===== src/rtl/nor_cmd_pkg.sv =====
package nor_cmd_pkg;

   typedef enum logic [2:0] {
      SEQ_IDLE  = 3'd0,
      SEQ_KEY1  = 3'd1,
      SEQ_KEY2  = 3'd2,
      SEQ_PGM   = 3'd3,
      SEQ_EXT1  = 3'd4,
      SEQ_EXT2  = 3'd5,
      SEQ_EXT3  = 3'd6
   } seq_state_t;

   localparam logic [7:0] KEY_FIRST  = 8'hAA;
   localparam logic [7:0] KEY_SECOND = 8'h55;
   localparam logic [7:0] OP_PROGRAM = 8'hA0;
   localparam logic [7:0] OP_EXTEND  = 8'h80;
   localparam logic [7:0] OP_ID_ON   = 8'h90;
   localparam logic [7:0] OP_ID_OFF  = 8'hF0;
   localparam logic [7:0] OP_ERASE   = 8'h10;
   localparam logic [7:0] OP_LOCK    = 8'h40;

endpackage


===== src/rtl/nor_lock_reg.sv =====
module nor_lock_reg (
   input  logic clk,
   input  logic por_n,
   input  logic set_i,
   output logic locked_o
);

   always_ff @(posedge clk or negedge por_n) begin
      if (!por_n) locked_o <= 1'b0;
      else if (set_i) locked_o <= 1'b1;
   end

   // once set, the flag holds until power-on initialization
   a_r4_lock_sticky: assert property (@(posedge clk) disable iff (!por_n)
      locked_o |=> locked_o);

   // the flag rises only after a set request
   a_r4_lock_rise: assert property (@(posedge clk) disable iff (!por_n)
      $rose(locked_o) |-> $past(set_i));

endmodule


===== src/rtl/nor_id_port.sv =====
module nor_id_port #(
   parameter int         ADDR_W = 18,
   parameter int         DATA_W = 8,
   parameter logic [7:0] MFR_CODE = 8'h1F,
   parameter logic [7:0] DEV_CODE = 8'h0B
) (
   input  logic              id_mode_i,
   input  logic              locked_i,
   input  logic [ADDR_W-1:0] rd_addr_i,
   output logic [DATA_W-1:0] rd_data_o
);

   localparam int CODE_W = (DATA_W < 8) ? DATA_W : 8;

   logic [DATA_W-1:0] mfr_word;
   logic [DATA_W-1:0] dev_word;
   logic [DATA_W-1:0] lock_word;

   always_comb begin
      mfr_word  = '0;
      dev_word  = '0;
      lock_word = '0;
      mfr_word[CODE_W-1:0] = MFR_CODE[CODE_W-1:0];
      dev_word[CODE_W-1:0] = DEV_CODE[CODE_W-1:0];
      lock_word[0]         = locked_i;
   end

   always_comb begin
      rd_data_o = '0;
      if (id_mode_i) begin
         if (rd_addr_i == ADDR_W'(0))      rd_data_o = mfr_word;
         else if (rd_addr_i == ADDR_W'(1)) rd_data_o = dev_word;
         else if (rd_addr_i == ADDR_W'(2)) rd_data_o = lock_word;
      end
   end

   // no identification data leaves the port outside the mode
   always_comb begin
      a_r8_quiet_outside: assert (id_mode_i || rd_data_o == '0);
   end

endmodule


===== src/rtl/nor_seq_fsm.sv =====
module nor_seq_fsm
   import nor_cmd_pkg::*;
#(
   parameter int ADDR_W = 18,
   parameter int DATA_W = 8,
   parameter int CMP_W  = 15,
   parameter logic [CMP_W-1:0] KEY_ADDR_A = CMP_W'(15'h5555),
   parameter logic [CMP_W-1:0] KEY_ADDR_B = CMP_W'(15'h2AAA)
) (
   input  logic              clk,
   input  logic              rst_n,
   input  logic              wr_en,
   input  logic [ADDR_W-1:0] wr_addr,
   input  logic [DATA_W-1:0] wr_data,
   input  logic              locked_i,
   input  logic              wr_in_boot_i,
   output logic              prog_req,
   output logic [ADDR_W-1:0] prog_addr,
   output logic [DATA_W-1:0] prog_data,
   output logic              erase_req,
   output logic              erase_keep_boot,
   output logic              lock_req,
   output logic              id_enter_req,
   output logic              id_exit_req,
   output logic              id_mode
);

   seq_state_t state, nxt;
   logic at_a, at_b, start_w;
   logic hit_prog, hit_erase, hit_lock, hit_enter, hit_exit;

   assign at_a    = (wr_addr[CMP_W-1:0] == KEY_ADDR_A);
   assign at_b    = (wr_addr[CMP_W-1:0] == KEY_ADDR_B);
   assign start_w = at_a && (wr_data == DATA_W'(KEY_FIRST));

   always_comb begin
      nxt       = state;
      hit_prog  = 1'b0;
      hit_erase = 1'b0;
      hit_lock  = 1'b0;
      hit_enter = 1'b0;
      hit_exit  = 1'b0;
      if (wr_en) begin
         nxt = start_w ? SEQ_KEY1 : SEQ_IDLE;
         unique case (state)
            SEQ_IDLE: begin
               if (!start_w && wr_data == DATA_W'(OP_ID_OFF)) hit_exit = 1'b1;
            end
            SEQ_KEY1: begin
               if (at_b && wr_data == DATA_W'(KEY_SECOND)) nxt = SEQ_KEY2;
            end
            SEQ_KEY2: begin
               if (at_a) begin
                  if (wr_data == DATA_W'(OP_PROGRAM)) nxt = SEQ_PGM;
                  else if (wr_data == DATA_W'(OP_EXTEND)) nxt = SEQ_EXT1;
                  else if (wr_data == DATA_W'(OP_ID_ON)) begin
                     hit_enter = 1'b1;
                     nxt       = SEQ_IDLE;
                  end else if (wr_data == DATA_W'(OP_ID_OFF)) begin
                     hit_exit = 1'b1;
                     nxt      = SEQ_IDLE;
                  end
               end
            end
            SEQ_PGM: begin
               hit_prog = !(locked_i && wr_in_boot_i);
               nxt      = SEQ_IDLE;
            end
            SEQ_EXT1: begin
               if (start_w) nxt = SEQ_EXT2;
            end
            SEQ_EXT2: begin
               if (at_b && wr_data == DATA_W'(KEY_SECOND)) nxt = SEQ_EXT3;
            end
            SEQ_EXT3: begin
               if (at_a && wr_data == DATA_W'(OP_ERASE)) begin
                  hit_erase = 1'b1;
                  nxt       = SEQ_IDLE;
               end else if (at_a && wr_data == DATA_W'(OP_LOCK)) begin
                  hit_lock = 1'b1;
                  nxt      = SEQ_IDLE;
               end
            end
            default: nxt = SEQ_IDLE;
         endcase
      end
   end

   always_ff @(posedge clk or negedge rst_n) begin
      if (!rst_n) begin
         state           <= SEQ_IDLE;
         prog_req        <= 1'b0;
         prog_addr       <= '0;
         prog_data       <= '0;
         erase_req       <= 1'b0;
         erase_keep_boot <= 1'b0;
         lock_req        <= 1'b0;
         id_enter_req    <= 1'b0;
         id_exit_req     <= 1'b0;
         id_mode         <= 1'b0;
      end else begin
         state           <= nxt;
         prog_req        <= hit_prog;
         erase_req       <= hit_erase;
         erase_keep_boot <= hit_erase && locked_i;
         lock_req        <= hit_lock && !locked_i;
         id_enter_req    <= hit_enter && !id_mode;
         id_exit_req     <= hit_exit && id_mode;
         if (hit_prog) begin
            prog_addr <= wr_addr;
            prog_data <= wr_data;
         end
         if (hit_enter)     id_mode <= 1'b1;
         else if (hit_exit) id_mode <= 1'b0;
      end
   end

   // one request per cycle at most
   a_r11_one_request: assert property (@(posedge clk) disable iff (!rst_n)
      $onehot0({prog_req, erase_req, lock_req, id_enter_req, id_exit_req}));

   // a request always follows a write cycle
   a_r11_after_write: assert property (@(posedge clk) disable iff (!rst_n)
      (prog_req || erase_req || lock_req || id_enter_req || id_exit_req) |-> $past(wr_en));

   // a program request only follows the armed state
   a_r2_prog_armed: assert property (@(posedge clk) disable iff (!rst_n)
      prog_req |-> $past(state == SEQ_PGM));

   // identification mode turns on only with its entry pulse
   a_r6_enter_pulse: assert property (@(posedge clk) disable iff (!rst_n)
      $rose(id_mode) |-> id_enter_req);

   // identification mode turns off only with its exit pulse
   a_r7_exit_pulse: assert property (@(posedge clk) disable iff (!rst_n)
      $fell(id_mode) |-> id_exit_req);

endmodule


===== src/rtl/nor_cmd_decoder.sv =====
module nor_cmd_decoder
   import nor_cmd_pkg::*;
#(
   parameter int         ADDR_W    = 18,
   parameter int         DATA_W    = 8,
   parameter int         CMP_W     = 15,
   parameter int         BOOT_SIZE = 8192,
   parameter bit         BOOT_TOP  = 1'b0,
   parameter logic [7:0] MFR_CODE  = 8'h1F,
   parameter logic [7:0] DEV_CODE  = 8'h0B
) (
   input  logic              clk,
   input  logic              rst_n,
   input  logic              por_n,
   input  logic              wr_en,
   input  logic [ADDR_W-1:0] wr_addr,
   input  logic [DATA_W-1:0] wr_data,
   input  logic [ADDR_W-1:0] rd_addr,
   output logic              prog_req,
   output logic [ADDR_W-1:0] prog_addr,
   output logic [DATA_W-1:0] prog_data,
   output logic              erase_req,
   output logic              erase_keep_boot,
   output logic              lock_req,
   output logic              id_enter_req,
   output logic              id_exit_req,
   output logic              id_mode,
   output logic              boot_locked,
   output logic [DATA_W-1:0] id_rd_data
);

   localparam int BOOT_W = $clog2(BOOT_SIZE);
   localparam int HIGH_W = ADDR_W - BOOT_W;

   if (CMP_W > ADDR_W) begin : g_bad_cmp
      $error("compare width exceeds address width");
   end
   if (DATA_W < 8) begin : g_bad_data
      $error("data width must hold a command byte");
   end
   if ((1 << BOOT_W) != BOOT_SIZE || BOOT_W >= ADDR_W) begin : g_bad_boot
      $error("boot region must be a power of two below the array size");
   end

   logic wr_in_boot;
   logic pa_in_boot;

   if (BOOT_TOP) begin : g_boot_high
      assign wr_in_boot = &wr_addr[ADDR_W-1:BOOT_W];
      assign pa_in_boot = &prog_addr[ADDR_W-1:BOOT_W];
   end else begin : g_boot_low
      assign wr_in_boot = (wr_addr[ADDR_W-1:BOOT_W] == HIGH_W'(0));
      assign pa_in_boot = (prog_addr[ADDR_W-1:BOOT_W] == HIGH_W'(0));
   end

   nor_seq_fsm #(
      .ADDR_W (ADDR_W),
      .DATA_W (DATA_W),
      .CMP_W  (CMP_W)
   ) u_fsm (
      .clk             (clk),
      .rst_n           (rst_n),
      .wr_en           (wr_en),
      .wr_addr         (wr_addr),
      .wr_data         (wr_data),
      .locked_i        (boot_locked),
      .wr_in_boot_i    (wr_in_boot),
      .prog_req        (prog_req),
      .prog_addr       (prog_addr),
      .prog_data       (prog_data),
      .erase_req       (erase_req),
      .erase_keep_boot (erase_keep_boot),
      .lock_req        (lock_req),
      .id_enter_req    (id_enter_req),
      .id_exit_req     (id_exit_req),
      .id_mode         (id_mode)
   );

   nor_lock_reg u_lock (
      .clk      (clk),
      .por_n    (por_n),
      .set_i    (lock_req),
      .locked_o (boot_locked)
   );

   nor_id_port #(
      .ADDR_W   (ADDR_W),
      .DATA_W   (DATA_W),
      .MFR_CODE (MFR_CODE),
      .DEV_CODE (DEV_CODE)
   ) u_id (
      .id_mode_i (id_mode),
      .locked_i  (boot_locked),
      .rd_addr_i (rd_addr),
      .rd_data_o (id_rd_data)
   );

   // no program request lands in a locked boot region
   a_r5_boot_guard: assert property (@(posedge clk) disable iff (!rst_n || !por_n)
      (prog_req && boot_locked) |-> !pa_in_boot);

   // the erase keep flag reflects the lockout state
   a_r3_keep_boot: assert property (@(posedge clk) disable iff (!rst_n || !por_n)
      erase_req |-> (erase_keep_boot == boot_locked));

   // a lockout pulse never repeats once locked
   a_r4_lock_once: assert property (@(posedge clk) disable iff (!rst_n || !por_n)
      lock_req |-> !boot_locked);

endmodule


===== config.mk =====
export PLATFORM = sky130hd
export DESIGN_NAME = nor_cmd_decoder
export DESIGN_NICKNAME = d
export VERILOG_FILES = /design/src/rtl/nor_cmd_pkg.sv /design/src/rtl/nor_lock_reg.sv /design/src/rtl/nor_id_port.sv /design/src/rtl/nor_seq_fsm.sv /design/src/rtl/nor_cmd_decoder.sv
export SDC_FILE = /design/constraint.sdc
export NUM_CORES = 1
export LEC_CHECK = 0
export ABC_AREA = 1
export BUFFER_PORTS_ARGS = -buffer_cell sky130_fd_sc_hd__buf_4
export CORE_UTILIZATION = 51
export CTS_CLUSTER_DIAMETER = 30
export CTS_CLUSTER_SIZE = 24
export DETAILED_ROUTE_END_ITERATION = 16
export GPL_ROUTABILITY_DRIVEN = 1
export PLACE_DENSITY = 0.82
export SYNTH_ARGS = -nofsm -noshare
export SYNTH_HDL_FRONTEND = slang
export SYNTH_HIERARCHICAL = 1
export SYNTH_SLANG_ARGS = --single-unit

===== constraint.sdc =====
create_clock -name clk -period 3.4 [get_ports clk]
set_input_delay 0.17 -clock clk [delete_from_list [all_inputs] [get_ports clk]]
set_output_delay 0.17 -clock clk [all_outputs]
set_load 0.1 [all_outputs]

-- Yosys cells after proc, flatten, opt, wreduce, memory -nomap -nowiden
Cells that the tools add are included.
- register bits: 37
- bits in latches: 0
- memory bits (writable): 0
- ROM bits: 0
- input bits: 48
- output and inout port bits: 42
- word-level logic and storage cells: 88
- memories kept: 0
- $add $sub $neg: 0
- multiply operators: 0
- divide/modulo/power cells: 0
- order comparisons: 0
- eq/ne operators: 18
- shift operators: 0
- multiplexer cells: 41
- bitwise gates (word level): 0
- reduce and logical (&&, ||, !) cells: 18
- operators by type and width (cell ; count):
    == test 8 bit, second input constant ; 5
    two-way mux 3 bit ; 10
    two-way mux 1 bit ; 26
    two-way mux 8 bit ; 3
    == test 18 x 1 -> 1 bit, second input constant ; 1
    == test 18 x 2 -> 1 bit, second input constant ; 1
    logical NOT 18 bit ; 1
    case mux 3 bit (6 select lines) ; 1
    == test 8 x 7 -> 1 bit, second input constant ; 2
    == test 15 x 14 -> 1 bit, second input constant ; 1
    == test 15 bit, second input constant ; 1
    logical AND 1 bit ; 10
    == test 3 bit, second input constant ; 3
    == test 8 x 5 -> 1 bit, second input constant ; 1
    == test 3 x 2 -> 1 bit, second input constant ; 2
    logical NOT 5 bit ; 1
    logical NOT 1 bit ; 4
    == test 3 x 1 -> 1 bit, second input constant ; 1
    logical NOT 3 bit ; 1
    case mux 1 bit (2 select lines) ; 1
    nonzero test 2 bit ; 1

-- Depth between registers and ports, before layout
Gate-level depths: netlist (run 1).
- depth in word-level cells: 10
- depth in mapped cells: 11
- gate-level depth less buffers: 11

-- Hierarchy
Netlist (run 1), hierarchy kept.
- by module, submodules not included (module ; times used ; cells an instance ; area each (um2) ; seq. area each (um2)):
    nor_seq_fsm ; 1 ; 248 ; 1916.8 ; 900.9
    nor_id_port ; 1 ; 30 ; 146.4 ; 0.0
    nor_lock_reg ; 1 ; 4 ; 36.3 ; 25.0
    nor_cmd_decoder ; 1 ; 7 ; 26.3 ; 0.0

-- Worst setup path after synthesis (run 1)
Ideal clock, no wire load.
- path kind: register to output
- from: register u_lock.locked_o
- to: output id_rd_data[0]
- data arrival time: 2.554 ns
- data required time: 3.230 ns
- path slack: 0.676 ns
- stages on the path, launching flop included: 5
- cell sequence: dfrtp_1 > inv_1 > o21ai_0 > nand2_1 > nor2_1
- cells in the longest elaborated chain, start to end: 4
- ends and longest elaborated chain (what ; RTL line ; text):
    start, declared ; nor_lock_reg.sv:5 ; output logic locked_o
    start signal, assigned ; nor_lock_reg.sv:9 ; if (!por_n) locked_o <= 1'b0;
    start signal, assigned ; nor_lock_reg.sv:10 ; else if (set_i) locked_o <= 1'b1;
    two-way mux 1 bit ; nor_id_port.sv:33 ; else if (rd_addr_i == ADDR_W'(2)) rd_data_o = lock_word;
    two-way mux 8 bit ; nor_id_port.sv:32 ; else if (rd_addr_i == ADDR_W'(1)) rd_data_o = dev_word;
    two-way mux 8 bit ; nor_id_port.sv:31 ; if (rd_addr_i == ADDR_W'(0)) rd_data_o = mfr_word;
    two-way mux 8 bit ; nor_id_port.sv:30 ; if (id_mode_i) begin
    end, declared ; nor_cmd_decoder.sv:29 ; output logic [DATA_W-1:0] id_rd_data
Every way passes these cells.

-- Worst setup path in the final report (run 1)
Same ends and word-level chain as after synthesis.

==> results_dict.tcl, run 1 <==
set metrics [dict create \
    status "finished clean" \
    grt_overflow 0 \
    finalSetupViolCount 0 \
    hold_buffers 2 \
    num_vias 2097 \
    synth-seq-cells 37 \
    grt_pass1_wl_um 8466 \
    antenna_found_initial 0 \
    syn_area_per_cell_um2 7.356 \
    power_density_nw_per_um2 295.4 \
    fp.dieH_um 66.56 \
    dp_cells 418 \
    r2r_cells 6 \
    timing.final.ws_setup_ns 1.788 \
    post-place-ws_ns 1.846 \
    postCtsSetupBuffers 0 \
    post-route-period-util 0.4741 \
    wl_per_cell_um 12.04 \
    critPathKind "register to output port" \
    final_area_um2 2880 \
    min_from "wr_addr[17]" \
    start_kind "register" \
    antenna_left 0 \
    fin_skew_ns 0.002816 \
    peakVddDrop_uv 178.9 \
    dpl_cell_area_um2 2778 \
    cap_viol_max_count 0 \
    rows 23 \
    gp_congestion 0.9056 \
    cts_resized 0 \
    slew_violations 0 \
    core_area_um2 4000 \
    finalHoldViolCount 0 \
    layout_commonest_cell "nand2_1" \
    via_per_inst 4.900 \
    fin_cells 428 \
    hold_path_depth 3 \
    htree_levels 2 \
    die_width_um 66.56 \
    die_area_um2 4430 \
    ys.warnings.count 6 \
    crit_path_end_kind "output port" \
    yosysSeqAreaShare 0.4356 \
    syn_to_final_growth_pct 35.49 \
    crit_arrival_ns 1.44 \
    final.fill_count 349 \
    wl_um 5153 \
    firstDrtPassIters 4 \
    hold_slack_ns 0.08997 \
    p_leak_nw 1.497 \
    r2r-start "u_fsm/state[0]" \
    fin_tns_setup_ns 0 \
    period_minus_slack_ns 1.612 \
    grt_max_degree 43 \
    dpl.hpwl_um 4085 \
    grt_pass1_vias 1890 \
    cts_buffers 5 \
    clkSinkCount 37 \
    final_cell_mix "nand2_1, buf_4, dfrtp_1, nor2_1, inv_1" \
    synth.distinct_cells 29 \
    hp-class "primary input to register" \
    drc 0 \
    drt-initial-drc-count 144 \
    synthCells 289 \
    holdPathEnd "u_fsm/prog_addr[17]" \
    r2r_setup_slack_ns 1.86 \
    required_ns 3.23 \
    pin_count 90 \
    nets 425 \
    crit_fanout 6 \
    rsz0062_at_grt "false" \
    num_antenna_cells 0 \
    initial_core_util 0.5314 \
    reg2reg_to "u_fsm/prog_addr[9]" \
    cts-root-buf "clkbuf_8" \
    io_buffers 86 \
    clk_latency_ns 0.29 \
    track_usage 0.2536 \
    cts_tree "built" \
    netlist_area_um2 2126 \
    drive_above_1_share 0.3413 \
    fmax_mhz 620.4 \
    clk_pin_slew_worst_paths_ns 0.07 \
    cts_buffer_depth 2 \
]
==> how the worst max path moves through the flow <==
stage / cells past startpoint / from / slack (ns) / endpoint
floorplan: 4 / u_lock/locked_o / 0.68 / id_rd_data[0]
global placement: 6 / u_fsm/state[0] / 1.92 / u_fsm/prog_addr[0]
detailed placement: 8 / wr_addr[17] / 1.85 / u_fsm/prog_addr[9]
CTS: 5 / u_lock/locked_o / 1.77 / id_rd_data[0]
global route: 5 / u_lock/locked_o / 1.65 / id_rd_data[0]
finish: 5 / u_lock/locked_o / 1.79 / id_rd_data[0]
==> layer usage <==
metal  global-route usage  up-vias  part of all wire
met5                    0        -                 0
met4              0.06915        0             0.010
met3              0.05479        6             0.062
met2               0.4116       68              0.48
met1               0.3395      951              0.45
li1                     -     1072                 -
==> state kept, by name, indices dropped and copies added (netlist names) <==
name	flops
u_fsm/prog_addr	18
u_fsm/prog_data	8
u_fsm/state	3
u_fsm/erase_keep_boot	1
u_fsm/erase_req	1
u_fsm/id_enter_req	1
u_fsm/id_exit_req	1
u_fsm/id_mode	1
u_fsm/lock_req	1
u_fsm/prog_req	1
u_lock/locked_o	1
==> cells in the mapped netlist <==
master | instances | area, µm²
nand2_1 | 89 | 334.1
dfrtp_1 | 37 | 925.9
nor2_1 | 35 | 131.4
inv_1 | 30 | 112.6
o21ai_0 | 17 | 85.08
nand3_1 | 12 | 60.06
nor2_2 | 9 | 56.30
inv_2 | 8 | 30.03
nor3_1 | 8 | 40.04
o21ai_2 | 6 | 52.55
buf_4 | 5 | 37.54
nand4_1 | 5 | 31.28
a21oi_1 | 3 | 15.01
clkbuf_1 | 3 | 11.26
nor2_4 | 3 | 33.78
buf_6 | 2 | 22.52
nand2_2 | 2 | 12.51
nand3_2 | 2 | 20.02
o211ai_1 | 2 | 15.01
o21ai_1 | 2 | 10.01
a211oi_1 | 1 | 7.510
conb_1 | 1 | 3.750
nand4_2 | 1 | 12.51
nor3_2 | 1 | 10.01
nor3_4 | 1 | 16.27
nor3b_1 | 1 | 7.510
nor3b_2 | 1 | 12.51
nor4_1 | 1 | 6.260
nor4_2 | 1 | 12.51
==> layout make-up <==
| class | instances | area, µm² | share of cell area |
|---|---|---|---|
| clock buffer | 6 | 72.57 | 0.02520 |
| clock inverter | 2 | 10.01 | 0.003475 |
| inverter | 38 | 142.6 | 0.04952 |
| multi-input combinational | 206 | 993.5 | 0.3449 |
| sequential | 37 | 925.9 | 0.3215 |
| tap | 50 | 62.56 | 0.02172 |
| timing repair buffer | 89 | 673.1 | 0.2337 |
==> critical path, stage by stage (launching register included) <==
cell     delay (ns)
dfrtp_1        0.48
inv_1          0.06
o21ai_0        0.14
nand2_1        0.07
nor2_1         0.10
buf_4          0.29
==> stage by stage <==
stage | util | power [mW]
after floorplan | - | 0.4997
after global placement | 0.6944 | 0.5626
after detailed placement | 0.6944 | 0.5636
after CTS | 0.7201 | 0.8613
after global routing | 0.7201 | 0.8920
final | 0.7201 | 0.8507
==> logic make-up after synthesis <==
kind of cell,share of synthesized area
AND/OR/NAND/NOR,0.3749
other,0.001764
AO/OA/AOI/OAI,0.08711
flip-flops,0.4356
buffers and inverters,0.1006
==> where the power goes <==
| group | switching (mW) | internal [mW] | total, mW |
|---|---|---|---|
| clock | 0.152 | 0.142 | 0.294 |
| combinational | 0.0693 | 0.0479 | 0.117 |
| sequential | 0.00000000516 | 0.440 | 0.440 |
| total | 0.221 | 0.630 | 0.851 |
Note: power is estimated with default switching activity, not from simulation.
==> run 2, diff against run 1 <==
--- a/config.mk
+++ b/config.mk
@@ -7,12 +7,12 @@
 export LEC_CHECK = 0
 export ABC_AREA = 1
 export BUFFER_PORTS_ARGS = -buffer_cell sky130_fd_sc_hd__buf_4
-export CORE_UTILIZATION = 51
+export CORE_UTILIZATION = 43
 export CTS_CLUSTER_DIAMETER = 30
 export CTS_CLUSTER_SIZE = 24
 export DETAILED_ROUTE_END_ITERATION = 16
 export GPL_ROUTABILITY_DRIVEN = 1
-export PLACE_DENSITY = 0.82
+export PLACE_DENSITY = 0.73
 export SYNTH_ARGS = -nofsm -noshare
 export SYNTH_HDL_FRONTEND = slang
 export SYNTH_HIERARCHICAL = 1
==> constraint.sdc (replaced) <==
create_clock -name clk -period 1.3 [get_ports clk]
set_input_delay 0.065 -clock clk [delete_from_list [all_inputs] [get_ports clk]]
set_output_delay 0.065 -clock clk [all_outputs]
set_load 0.1 [all_outputs]
==> run 2 against run 1 <==
The flow now finishes with violations (negative setup slack). Sequential cell count is the same. Total power grew to 2.6 times the previous value. Clock power grew to 2.6 times the previous value. Critical path type unchanged. Highest routed layer unchanged.
==> results_dict.tcl, run 2 (synthesis gave the netlist of run 1 again) <==
set metrics [dict create \
    start_kind "register" \
    dp_cells 439 \
    finalHoldViolCount 0 \
    final_area_um2 3491 \
    total_power_mw 2.248 \
    clkSinkCount 37 \
    rows 25 \
    htree_levels 2 \
    top_regs "u_fsm/prog_addr (18), u_fsm/prog_data (8), u_fsm/state (3)" \
    p_int_mw 1.656 \
    final.fill_count 386 \
    cts-root-buf "clkbuf_8" \
    firstDrtPassIters 4 \
    final_cell_mix "buf_4, nand2_1, dfrtp_1, nor2_1, inv_1" \
    die_area_um2 5229 \
    nets 443 \
    max_stage_delay_ns 0.41 \
    grt_pass1_wl_um 9149 \
    crit_fanout 2 \
    post-route-period-util 1.074 \
    post-place-ws_ns 0.06505 \
    layout_commonest_cell "buf_4" \
    pwr-share-clk 0.343 \
    required_ns 1.24 \
    setup.worst_path.end "id_rd_data[2]" \
    cp-startpoint "u_fsm/id_mode" \
    die_width_um 72.31 \
    grt_max_degree 37 \
    final_core_util 0.7342 \
    critPathKind "register to output port" \
    p_leak_nw 1.695 \
    regMostFlops "u_fsm/prog_addr" \
    gp_congestion 0.8495 \
    hp-class "primary input to register" \
    min_from "wr_data[5]" \
    grt_pass1_vias 2012 \
    fin_skew_ns 0.002867 \
    num_vias 2229 \
    antenna_found_initial 0 \
    core_area_um2 4755 \
    cts_buffer_depth 2 \
    r2r_setup_slack_ns -0.08 \
    peakVddDrop_uv 484.8 \
    syn_to_final_growth_pct 64.21 \
    fin_cells 463 \
    p_sw_uw 591.4 \
    hold_path_depth 3 \
    switching_share 0.2631 \
    via_per_inst 4.814 \
    cap_viol_max_count 0 \
    grt_overflow 0 \
    crit_path_end_kind "output port" \
    cts_tree "built" \
    slew_violations 0 \
    cpLargestDelayFamily "flip-flops" \
    clk_pin_slew_worst_paths_ns 0.07 \
    drc 0 \
    dpl_cell_area_um2 2897 \
    r2r-start "u_lock/locked_o" \
    wl_per_cell_um 13.49 \
    fmax_mhz 716.4 \
    antenna_left 0 \
    worstPathCellList "inv_2, nor2_2, nand3_2, nor2_4, buf_12" \
    track_usage 0.2304 \
    seqPwrFrac 0.512 \
    reg2reg_to "u_fsm/prog_addr[14]" \
    power_density_nw_per_um2 643.9 \
    finalSetupViolCount 30 \
    clk_latency_ns 0.29 \
    cp_num_cells 5 \
    crit_arrival_ns 1.33 \
    pin_count 90 \
    period_minus_slack_ns 1.396 \
    pwr-share-comb 0.145 \
    r2r_cells 6 \
    rsz0062_at_grt "true" \
    drive_above_1_share 0.5051 \
    largest_reg_flops 18 \
    status "finished with violations" \
    io_buffers 86 \
    cts_buffers 5 \
    wl_um 6245 \
    timing.final.ws_setup_ns -0.09589 \
    num_antenna_cells 0 \
    drt-initial-drc-count 75 \
    dpl.hpwl_um 4258 \
    cp_slowest_cell "dfrtp_4" \
    fp.dieH_um 72.31 \
    path_buf_inv 2 \
    initial_core_util 0.4471 \
    violations "negative setup slack" \
]
## run 2: changes by cell type in the layout (fill, tap and decap cells not counted), sizes merged
cell,change
dlygate4sd3,+4
inv,-2
clkbuf,+3
clkinvlp,+1
buf,+11
clkinv,+1
## run 2: worst register-to-register path, cell delays in order, from the launching register on
cell	delay, ns
dfrtp_4	0.48
buf_6	0.13
a21oi_4	0.15
nand2_4	0.16
clkbuf_16	0.23
nand2_4	0.06
o21ai_2	0.05
## run 2: per-layer routing
metal,part of all wire,up-vias,track usage
met5,0,-,0
met4,0.010,0,0.06754
met3,0.039,5,0.04722
met2,0.51,57,0.3769
met1,0.44,1053,0.3097
li1,-,1114,-
## run 2: how the worst min path moves through the flow
stage                                 end  slack, ns
floorplan           u_fsm/erase_keep_boot      -0.23
global placement          u_lock/locked_o      -0.16
detailed placement        u_lock/locked_o      -0.16
CTS                    u_fsm/prog_data[5]       0.04
global route           u_fsm/prog_data[5]       0.03
finish                 u_fsm/prog_data[5]       0.05
## run 2: layout make-up
type	instances	area, µm²	area share
inverter	38	161.4	0.04624
clock inverter	2	10.01	0.002867
multi-input combinational	206	1247	0.3573
tap	67	83.83	0.02401
timing repair buffer	107	979.7	0.2806
clock buffer	6	72.57	0.02079
sequential	37	935.9	0.2681
## run 2: power by group through the flow
| stage | Sequential, mW | Clock [mW] | Combinational, mW |
|---|---|---|---|
| floorplan | 1.17 | 0 | 0.135 |
| global placement | 1.17 | 0 | 0.301 |
| detailed placement | 1.17 | 0 | 0.304 |
| CTS | 1.15 | 0.797 | 0.320 |
| global route | 1.15 | 0.846 | 0.361 |
| finish | 1.15 | 0.771 | 0.327 |
## run 2: timing repair
item,4_1_cts,5_1_grt
hold endpoints to repair,41,0
pin swaps,5,12
setup endpoints to repair,5,35
resized for setup,17,91
hold buffers,6,0
cloned,0,5
setup buffers,2,3
## run 2: stage by stage
stage	hold WS [ns]	setup TNS (ns)
final	0.04742	-1.429
after global routing	0.03352	-2.597
after floorplan	-0.2306	-1.735
after CTS	0.04359	-0.3566
after detailed placement	-0.1561	0
after global placement	-0.1557	0
